<file path="src/rtl/serial_cfg_pkg.sv">
package serial_cfg_pkg;
  localparam int WORD_W    = 22;
  localparam int SEL_W     = 2;
  localparam int PAY_W     = WORD_W - SEL_W;
  localparam int REF_W     = 15;
  localparam int PROG_W    = 11;
  localparam int SWL_FLD_W = 7;
  localparam int SWL_HI_W  = 6;
  localparam int SWL_LO_W  = 4;
  localparam int NCH       = 2;
  localparam int CH_HI     = 0;
  localparam int CH_LO     = 1;
  // offsets inside the payload (word bits 3..22)
  localparam int SWL_OFS   = 0;
  localparam int PROG_OFS  = SWL_OFS + SWL_FLD_W;
  localparam int PRE_OFS   = PROG_OFS + PROG_W;
  localparam int PD_OFS    = PRE_OFS + 1;

  // code = {word bit 2, word bit 1}
  typedef enum logic [SEL_W-1:0] {
    DST_REF_LO = 2'b00,
    DST_CNT_LO = 2'b01,
    DST_REF_HI = 2'b10,
    DST_CNT_HI = 2'b11
  } dst_e;

  typedef struct packed {
    logic             mon_freq;
    logic             mon_lock;
    logic             hiz;
    logic             cp_hi;
    logic             pol;
    logic [REF_W-1:0] ratio;
  } ref_t;
endpackage

</file>
<file path="src/rtl/serial_cfg_sync.sv">
module serial_cfg_sync #(
  parameter int N = 3
) (
  input  logic         clk_i,
  input  logic         rst_ni,
  input  logic [N-1:0] async_i,
  output logic [N-1:0] lvl_o
);
  for (genvar i = 0; i < N; i++) begin : g_bit
    logic s1_q, s2_q;
    always_ff @(posedge clk_i or negedge rst_ni) begin
      if (!rst_ni) begin
        s1_q <= 1'b0;
        s2_q <= 1'b0;
      end else begin
        s1_q <= async_i[i];
        s2_q <= s1_q;
      end
    end
    assign lvl_o[i] = s2_q;
  end
endmodule

</file>
<file path="src/rtl/serial_cfg_edge.sv">
module serial_cfg_edge #(
  parameter int N = 2
) (
  input  logic         clk_i,
  input  logic         rst_ni,
  input  logic [N-1:0] lvl_i,
  output logic [N-1:0] rise_o
);
  logic [N-1:0] prev_q;
  always_ff @(posedge clk_i or negedge rst_ni) begin
    if (!rst_ni) prev_q <= '0;
    else         prev_q <= lvl_i;
  end
  assign rise_o = lvl_i & ~prev_q;
endmodule

</file>
<file path="src/rtl/serial_cfg_shift.sv">
module serial_cfg_shift #(
  parameter int W = 22
) (
  input  logic         clk_i,
  input  logic         rst_ni,
  input  logic         en_i,
  input  logic         bit_i,
  output logic [W-1:0] word_o
);
  logic [W-1:0] word_q;
  always_ff @(posedge clk_i or negedge rst_ni) begin
    if (!rst_ni)   word_q <= '0;
    else if (en_i) word_q <= {word_q[W-2:0], bit_i};
  end
  assign word_o = word_q;
endmodule

</file>
<file path="src/rtl/serial_cfg_chan.sv">
module serial_cfg_chan
  import serial_cfg_pkg::*;
#(
  parameter int SWL_W = SWL_HI_W
) (
  input  logic                    clk_i,
  input  logic                    rst_ni,
  input  logic                    ld_ref_i,
  input  logic                    ld_cnt_i,
  input  logic [PAY_W-1:0]        payload_i,
  output ref_t                    ref_o,
  output logic [PROG_W-1:0]       prog_o,
  output logic [SWL_W-1:0]        swl_o,
  output logic                    pre_o,
  output logic                    pd_o
);
  ref_t              ref_q;
  logic [PROG_W-1:0] prog_q;
  logic [SWL_W-1:0]  swl_q;
  logic              pre_q, pd_q;

  always_ff @(posedge clk_i or negedge rst_ni) begin
    if (!rst_ni)       ref_q <= '0;
    else if (ld_ref_i) ref_q <= ref_t'(payload_i);
  end

  // unused upper swallow bits are dropped here
  always_ff @(posedge clk_i or negedge rst_ni) begin
    if (!rst_ni) begin
      prog_q <= '0;
      swl_q  <= '0;
      pre_q  <= 1'b0;
      pd_q   <= 1'b0;
    end else if (ld_cnt_i) begin
      prog_q <= payload_i[PROG_OFS +: PROG_W];
      swl_q  <= payload_i[SWL_OFS +: SWL_W];
      pre_q  <= payload_i[PRE_OFS];
      pd_q   <= payload_i[PD_OFS];
    end
  end

  assign ref_o  = ref_q;
  assign prog_o = prog_q;
  assign swl_o  = swl_q;
  assign pre_o  = pre_q;
  assign pd_o   = pd_q;
endmodule

</file>
<file path="src/rtl/serial_cfg_loader.sv">
module serial_cfg_loader
  import serial_cfg_pkg::*;
(
  input  logic                        clk_i,
  input  logic                        rst_ni,
  input  logic                        ser_data_i,
  input  logic                        ser_clk_i,
  input  logic                        ser_load_i,
  output logic [NCH-1:0][REF_W-1:0]   ref_div_o,
  output logic [NCH-1:0]              pd_pol_o,
  output logic [NCH-1:0]              cp_hi_o,
  output logic [NCH-1:0]              cp_hiz_o,
  output logic [NCH-1:0]              mon_lock_o,
  output logic [NCH-1:0]              mon_freq_o,
  output logic [NCH-1:0][PROG_W-1:0]  prog_div_o,
  output logic [SWL_HI_W-1:0]         swl_hi_o,
  output logic [SWL_LO_W-1:0]         swl_lo_o,
  output logic [NCH-1:0]              pre_wide_o,
  output logic [NCH-1:0]              pwr_dn_o
);
  logic [2:0]        lvl_w;   // 0 data, 1 clock, 2 load
  logic [1:0]        rise_w;  // 0 clock, 1 load
  logic [WORD_W-1:0] shreg_w;
  dst_e              dst_w;
  logic [NCH-1:0]    ld_ref_w, ld_cnt_w;

  serial_cfg_sync #(.N(3)) u_sync (
    .clk_i   (clk_i),
    .rst_ni  (rst_ni),
    .async_i ({ser_load_i, ser_clk_i, ser_data_i}),
    .lvl_o   (lvl_w)
  );

  serial_cfg_edge #(.N(2)) u_edge (
    .clk_i  (clk_i),
    .rst_ni (rst_ni),
    .lvl_i  (lvl_w[2:1]),
    .rise_o (rise_w)
  );

  serial_cfg_shift #(.W(WORD_W)) u_shift (
    .clk_i  (clk_i),
    .rst_ni (rst_ni),
    .en_i   (rise_w[0]),
    .bit_i  (lvl_w[0]),
    .word_o (shreg_w)
  );

  assign dst_w = dst_e'(shreg_w[SEL_W-1:0]);

  assign ld_ref_w[CH_HI] = rise_w[1] && (dst_w == DST_REF_HI);
  assign ld_ref_w[CH_LO] = rise_w[1] && (dst_w == DST_REF_LO);
  assign ld_cnt_w[CH_HI] = rise_w[1] && (dst_w == DST_CNT_HI);
  assign ld_cnt_w[CH_LO] = rise_w[1] && (dst_w == DST_CNT_LO);

  for (genvar ch = 0; ch < NCH; ch++) begin : g_ch
    localparam int SW = (ch == CH_HI) ? SWL_HI_W : SWL_LO_W;
    ref_t          ref_w;
    logic [SW-1:0] swl_w;

    serial_cfg_chan #(.SWL_W(SW)) u_chan (
      .clk_i     (clk_i),
      .rst_ni    (rst_ni),
      .ld_ref_i  (ld_ref_w[ch]),
      .ld_cnt_i  (ld_cnt_w[ch]),
      .payload_i (shreg_w[WORD_W-1:SEL_W]),
      .ref_o     (ref_w),
      .prog_o    (prog_div_o[ch]),
      .swl_o     (swl_w),
      .pre_o     (pre_wide_o[ch]),
      .pd_o      (pwr_dn_o[ch])
    );

    assign ref_div_o[ch]  = ref_w.ratio;
    assign pd_pol_o[ch]   = ref_w.pol;
    assign cp_hi_o[ch]    = ref_w.cp_hi;
    assign cp_hiz_o[ch]   = ref_w.hiz;
    assign mon_lock_o[ch] = ref_w.mon_lock;
    assign mon_freq_o[ch] = ref_w.mon_freq;

    if (ch == CH_HI) begin : g_hi
      assign swl_hi_o = swl_w;
    end else begin : g_lo
      assign swl_lo_o = swl_w;
    end
  end
endmodule

</file>
<file path="config.mk">
export PLATFORM = sky130hd
export DESIGN_NAME = serial_cfg_loader
export DESIGN_NICKNAME = d
export VERILOG_FILES = /design/src/rtl/serial_cfg_pkg.sv /design/src/rtl/serial_cfg_sync.sv /design/src/rtl/serial_cfg_edge.sv /design/src/rtl/serial_cfg_shift.sv /design/src/rtl/serial_cfg_chan.sv /design/src/rtl/serial_cfg_loader.sv
export SDC_FILE = /design/constraint.sdc
export NUM_CORES = 1
export LEC_CHECK = 0
export ABC_AREA = 1
export BUFFER_PORTS_ARGS = -buffer_cell sky130_fd_sc_hd__buf_4
export CAP_MARGIN = 25
export CORE_MARGIN = 3
export CORE_UTILIZATION = 54
export DETAILED_ROUTE_END_ITERATION = 6
export PLACE_DENSITY = 0.82
export SYNTH_ARGS = -nofsm -noshare
export SYNTH_HDL_FRONTEND = slang
export SYNTH_SLANG_ARGS = --single-unit
</file>
<file path="constraint.sdc">
create_clock -name clk_i -period 1.6 [get_ports clk_i]
set_input_delay 0 -clock clk_i [delete_from_list [all_inputs] [get_ports clk_i]]
set_output_delay 0 -clock clk_i [all_outputs]
set_load 0.005 [all_outputs]
</file>
==> results of run 1 <==
-- flip-flops by register name, summed over array words and instances (netlist names) --
signal              flops
g_ch.u_chan.prog_o     22
u_sync.g_bit.s1_q       3
g_ch.u_chan.ref_o      40
u_sync.g_bit.s2_q       3
g_ch.u_chan.pre_o       2
u_shift.word_o         22
g_ch.u_chan.swl_o      10
g_ch.u_chan.pd_o        2
u_edge.prev_q           2
-- how the worst max path moves through the flow --
stage	to	slack (ps)	cells past startpoint	startpoint
4_1_cts	g_ch[1].u_chan.prog_o[1]$_DFFE_PN0P_	190	5	u_shift.word_o[0]$_DFFE_PN0P_
5_1_grt	g_ch[1].u_chan.prog_o[9]$_DFFE_PN0P_	40	5	u_shift.word_o[0]$_DFFE_PN0P_
6_report	g_ch[1].u_chan.prog_o[1]$_DFFE_PN0P_	180	5	u_shift.word_o[0]$_DFFE_PN0P_
3_5_place_dp	g_ch[1].u_chan.prog_o[1]$_DFFE_PN0P_	200	5	u_shift.word_o[0]$_DFFE_PN0P_
3_3_place_gp	g_ch[1].u_chan.swl_o[1]$_DFFE_PN0P_	310	4	u_shift.word_o[1]$_DFFE_PN0P_
2_1_floorplan	u_shift.word_o[18]$_DFFE_PN0P_	470	6	u_sync.g_bit[1].s2_q$_DFF_PN0_
-- layer usage --
layer	GRT usage [%]	wire length, um
met1	30.9	3950
met3	4.83	590
met2	34.9	4510
met5	0	0
met4	9.77	178
-- through the flow --
stage,area [um2],cells,setup slack [ps],utilization [%],hold WS [ps]
2_1_floorplan,4100,441,466,-,-296
3_3_place_gp,4780,607,307,65.6,-37.4
3_5_place_dp,4780,607,201,65.6,-28.7
4_1_cts,5010,627,190,68.7,125
5_1_grt,5010,627,41.2,68.7,146
6_report,5010,627,178,68.7,128
-- power breakdown --
part	leakage [nW]	internal [mW]	switching (mW)	total (mW)
Clock	0.0955	0.657	0.882	1.54
Sequential	1.39	3.35	0.579	3.93
Combinational	1.36	0.979	0.809	1.79
-- cell usage in the layout (no fill, tap or decap), drive strengths merged --
cell type and count:
a21oi 3, buf 95, clkbuf 11, clkinv 4, clkinvlp 1, dfrtp 106, dlygate4sd3 4, inv 8
nand2 212, nand3 72, nor2 8, o21ai 4
-- logic make-up (layout without fill, tap and decap cells) --
kind of cell    after synthesis  in the layout
buf+inv                      36            123
compound gates                7              7
simple gates                292            292
flops                       106            106
-- what timing repair did --
item                                   CTS  global route
hold buffers                             4             0
endpoints found under the hold margin   86             0
setup buffers                            0             0
-- cells in the mapped netlist --
library cell  number  area [um2]
nand2_1          210         788
clkbuf_8           1        13.8
buf_4              6        45.0
buf_6              1        11.3
inv_1              8        30.0
nand2_2            2        12.5
dfrtp_1          106        2650
a21oi_1            3        15.0
o21ai_0            4        20.0
nor2_1             5        18.8
clkbuf_1           4        15.0
buf_2             16        80.1
nand3_1           72         360
nor2_4             3        33.8
-- layout make-up --
class                      instances  area, um2  area share [%]
inverter                           8       30.0           0.599
sequential                       106       2650            52.9
timing repair buffer              99        766            15.3
clock inverter                     5       38.8           0.774
multi-input combinational        299       1250            24.9
clock buffer                      11        151            3.02
tap                               99        124            2.47
==> qor.csv, run 1 <==
metric;value;unit
floorplan.die_area;8670;um2
critical_path.startpoint_type;flip-flop;
mappedNetlistNets;446;
route.detailed.wl_per_inst;14.7;um
first_iter_violations;234;
run_status;finished, final reports clean;
reg2reg_slack;180;ps
timing_worst_setup_path_type;reg -> reg;
cell_area_power_density;1450;nW/um2
vias_per_cell;5.11;
synth_top_family_by_area;simple AND/OR/NAND/NOR gates;
diodes;0;
finalHoldViolCount;0;
maxCapViolations;0;
post_synth_inst_count;441;
die_width;93.1;um
path_max_fanout;18;
initial_antenna_violation_count;0;
timing.critical_path.max_delay_family;simple AND/OR/NAND/NOR gates;
coreArea;7290;um2
ys_warn_count;0;
total_power;7.25;mW
area.growth.synth_to_final;22.3;%
synth_sequential_area_ratio;64.8;%
setup_viol_count_final;0;
worst_setup_path_end_kind;flip-flop;
totalWireLength;9230;um
detailedRoute.firstPassIterationCount;4;
first_pass_grt_wire_length;15200;um
static-leakage-power;2.84;nW
syn_avg_cell_area;9.29;um2
slowest_delay;400;ps
finalCriticalPeriod;1420;ps
worstMarginPinSlew;445;ps
yosysUniqueCellTypes;14;
xor_and_xnor_fraction_of_the_mapped_netlist_area;0;%
worstReg2RegEnd;g_ch[1].u_chan.prog_o[1]$_DFFE_PN0P_;
cts_made_buffers;9;
worst_ir_drop_vdd;0.673;mV
unrepaired_setup_endpoints_after_global_routing;false;
hold_path.class;in -> async;
clk_transition_reported_paths;100;ps
worstPathRequired;1850;ps
grt_overflow_total;0;
post_cts_resize_count;0;
r2r_worst_path_depth;5;
finalClockSkew;13.6;ps
rows;31;
first_global_vias;3147;
critical_path.cell_chain;inv_1, nor2_4, nand2_2, nand2_1, nand2_1;
clkLatencyLatePin;360;ps
port_buffers;80;
critPathArrivalTime;1670;ps
post_synthesis_mux_area_share;0;%
cts_num_sinks;106;
cts.htree.levels;3;
cts.path.max_buffers;2;
setup_tns;0;ps
reg2reg_from;u_shift.word_o[0]$_DFFE_PN0P_;
synth_seq_cells;106;
cp_common_cell;nand2_1;
slowest_cell_on_crit_path;dfrtp_1;
final-max-slew-violation-count;0;
grt_util_all_layers;22.5;%
nets;528;
maxSlewHeadroom;70.3;%
die_y;93.1;um
clk_tree_root_cell;clkbuf_8;
drive_above_1_share;22.0;%
pin_count;81;
maximum_number_of_pins_on_one_net_before_global_route_repair;53;
drc_viols;0;
netlist_area;4100;um2
worstPathBufferInverterCount;1;
max_freq;703;MHz
vias;3204;
initial_utilization;56.2;%
clock_tree_from_tritoncts;yes;
compound_gate_fraction_of_synth_area;0.855;%
dpl.hpwl;6360;um
drt.antenna.violating_nets;0;
synth_simple_gate_area_share;29.6;%
fill_cells;563;
synthAdderAreaFrac;0;%
period_utilization_post_route;88.9;%
place.gp.congestion;0.849;
No activity file was read; power rests on OpenSTA's default activity.
==> inputs of run 2 (changes only) <==
--- a/config.mk
+++ b/config.mk
@@ -12,6 +12,7 @@
 export CORE_UTILIZATION = 54
 export DETAILED_ROUTE_END_ITERATION = 6
 export PLACE_DENSITY = 0.82
+export RECOVER_POWER = 25
 export SYNTH_ARGS = -nofsm -noshare
 export SYNTH_HDL_FRONTEND = slang
 export SYNTH_SLANG_ARGS = --single-unit
==> run 2 against run 1 <==
Non-clock buffer count stayed put; utilization down 0.086 points; die area unchanged; clock skew increased by 0.61 ps; via count increased by 1.1%; largest power group unchanged; highest routed layer unchanged.
==> qor.csv, run 2 (synthesis gave the netlist of run 1 again) <==
metric;value;unit;change
postCtsSetupRepairBufs;0;;unchanged
maxSlewHeadroom;43.5;%;-27 points
sequential_group_share_of_total_power;54.2;%;about the same
total_switching_power;2.27;mW;about the same
max_freq;704;MHz;about the same
layout.cells.most_common_list;210 x nand2_1, 106 x dfrtp_1, 89 x buf_4;;
reg2reg_from;u_shift.word_o[0]$_DFFE_PN0P_;;
initial_utilization;56.2;%;unchanged
fill_cells;566;;+0.53%
maximum_number_of_pins_on_one_net_before_global_route_repair;53;;unchanged
nets;528;;unchanged
slowest_delay;400;ps;about the same
cts_num_sinks;106;;unchanged
grt_util_all_layers;22.5;%;unchanged
critical_path.startpoint_type;flip-flop;;
place.gp.congestion;0.849;;unchanged
finalHoldViolCount;0;;unchanged
critical_path.cell_chain;inv_1, nor2_4, nand2_2, nand2_1, nand2_1;;
path_max_fanout;18;;unchanged
totalWireLength;9220;um;about the same
area_of_all_placed_cells_without_fillers;5000;um2;-0.12%
cts.path.max_buffers;2;;unchanged
floorplan.die_area;8670;um2;unchanged
cts.htree.levels;3;;unchanged
drt.antenna.violating_nets;0;;unchanged
initial_antenna_violation_count;0;;unchanged
port_buffers;80;;unchanged
area.growth.synth_to_final;22.2;%;
largest_register_ff_count;40;;unchanged
drive_above_1_share;21.8;%;-0.19 points
first_pass_grt_wire_length;15200;um;unchanged
dpl.hpwl;6360;um;unchanged
route.detailed.wl_per_inst;14.7;um;about the same
share_clk_of_total_power;21.2;%;about the same
comb_power_share;24.6;%;about the same
hold_path.class;in -> async;;
static-leakage-power;2.84;nW;-0.17%
pin_count;81;;unchanged
die_y;93.1;um;unchanged
grt_overflow_total;0;;unchanged
clk_transition_reported_paths;100;ps;about the same
startpoint;u_shift.word_o[0]$_DFFE_PN0P_;;
maxCapViolations;0;;unchanged
finalClockSkew;14.2;ps;+0.615 ps
vias;3239;;+1.1%
clk_tree_root_cell;clkbuf_8;;
slowest_cell_on_crit_path;dfrtp_1;;
cts-hold-fix-buffers;4;;unchanged
timing_worst_setup_path_type;reg -> reg;;
final-max-slew-violation-count;0;;unchanged
final_util;68.6;%;-0.086 points
clkLatencyLatePin;350;ps;about the same
setup_viol_count_final;0;;unchanged
rows;31;;unchanged
worstPathBufferInverterCount;1;;unchanged
finalCriticalPeriod;1420;ps;-0.976 ps
post_cts_resize_count;0;;unchanged
worstMarginPinSlew;848;ps;+404 ps
p_sw_share;31.3;%;about the same
final_common_cell;nand2_1;;
intPower;4.98;mW;about the same
first_iter_violations;231;;-1.3%
vias_per_cell;5.17;;+1.1%
worst_setup_path_end_kind;flip-flop;;
post_dp_cell_area;4780;um2;unchanged
unrepaired_setup_endpoints_after_global_routing;false;;
diodes;0;;unchanged
timing.critical_path.max_delay_family;simple AND/OR/NAND/NOR gates;;
setup_tns;0;ps;unchanged
die_width;93.1;um;unchanged
worstPathRequired;1850;ps;about the same
critPathArrivalTime;1670;ps;about the same
clock_tree_from_tritoncts;yes;;
run_status;finished, final reports clean;;
first_global_vias;3147;;unchanged
detailedRoute.firstPassIterationCount;5;;+1
cp_common_cell;nand2_1;;
period_utilization_post_route;88.8;%;about the same
coreArea;7290;um2;unchanged
worst_ir_drop_vdd;0.672;mV;-0.15%
cell_area_power_density;1450;nW/um2;about the same
drc_viols;0;;unchanged
cts_made_buffers;9;;unchanged
## run 2: cell count changes in the layout (fill, tap and decap cells not counted)
cell / previous run / this run
buf_4: 94 / 89
clkbuf_4: 0 / 3
clkbuf_1: 0 / 1
clkbuf_2: 0 / 1
## run 2: worst paths after layout
path / cells past startpoint / slack, ps / end
min reg2reg: 0 / 350 / u_sync.g_bit[1].s2_q$_DFF_PN0_
min: 2 / 290 / g_ch[1].u_chan.ref_o[16]$_DFFE_PN0P_
max reg2reg: 5 / 180 / g_ch[1].u_chan.prog_o[1]$_DFFE_PN0P_
max: 5 / 180 / g_ch[1].u_chan.prog_o[1]$_DFFE_PN0P_
min in group clk_i: 2 / 320 / u_sync.g_bit[0].s1_q$_DFF_PN0_
max in group asynchronous: 3 / 490 / g_ch[0].u_chan.swl_o[1]$_DFFE_PN0P_
## run 2: power groups by stage
stage          Clock (mW)  Sequential (mW)  Combinational (mW)
3_5_place_dp            0             3.97                1.81
2_1_floorplan           0             3.85               0.721
6_report             1.53             3.93                1.78
4_1_cts              1.56             3.92                1.82
3_3_place_gp            0             3.96                1.74
5_1_grt              1.67             4.02                2.01
## run 2: cell type report
cell class / instances / area [um2] / share of cell area (%)
well taps: 99 / 124 / 2.48
multi-input cells: 299 / 1250 / 25.0
inverters: 8 / 30.0 / 0.600
clock inverters: 5 / 38.8 / 0.775
clock buffers: 11 / 151 / 3.02
repair buffers: 99 / 759 / 15.2
flip-flops and latches: 106 / 2650 / 53.0
## run 2: routing by layer
layer | global-route usage, % | wire [um]
met1 | 30.9 | 3950
met4 | 9.77 | 208
met5 | 0 | 0
met3 | 4.83 | 585
met2 | 34.9 | 4470
## run 2: stage by stage
step                hold slack (ps)  instances  worst slack [ps]  power (mW)
detailed placement            -28.7        607               201        5.78
global placement              -37.4        607               307        5.69
finish                          288        627               179        7.25
global route                    297        627              41.2        7.70
CTS                             125        627               190        7.31
floorplan                      -296        441               466        4.57
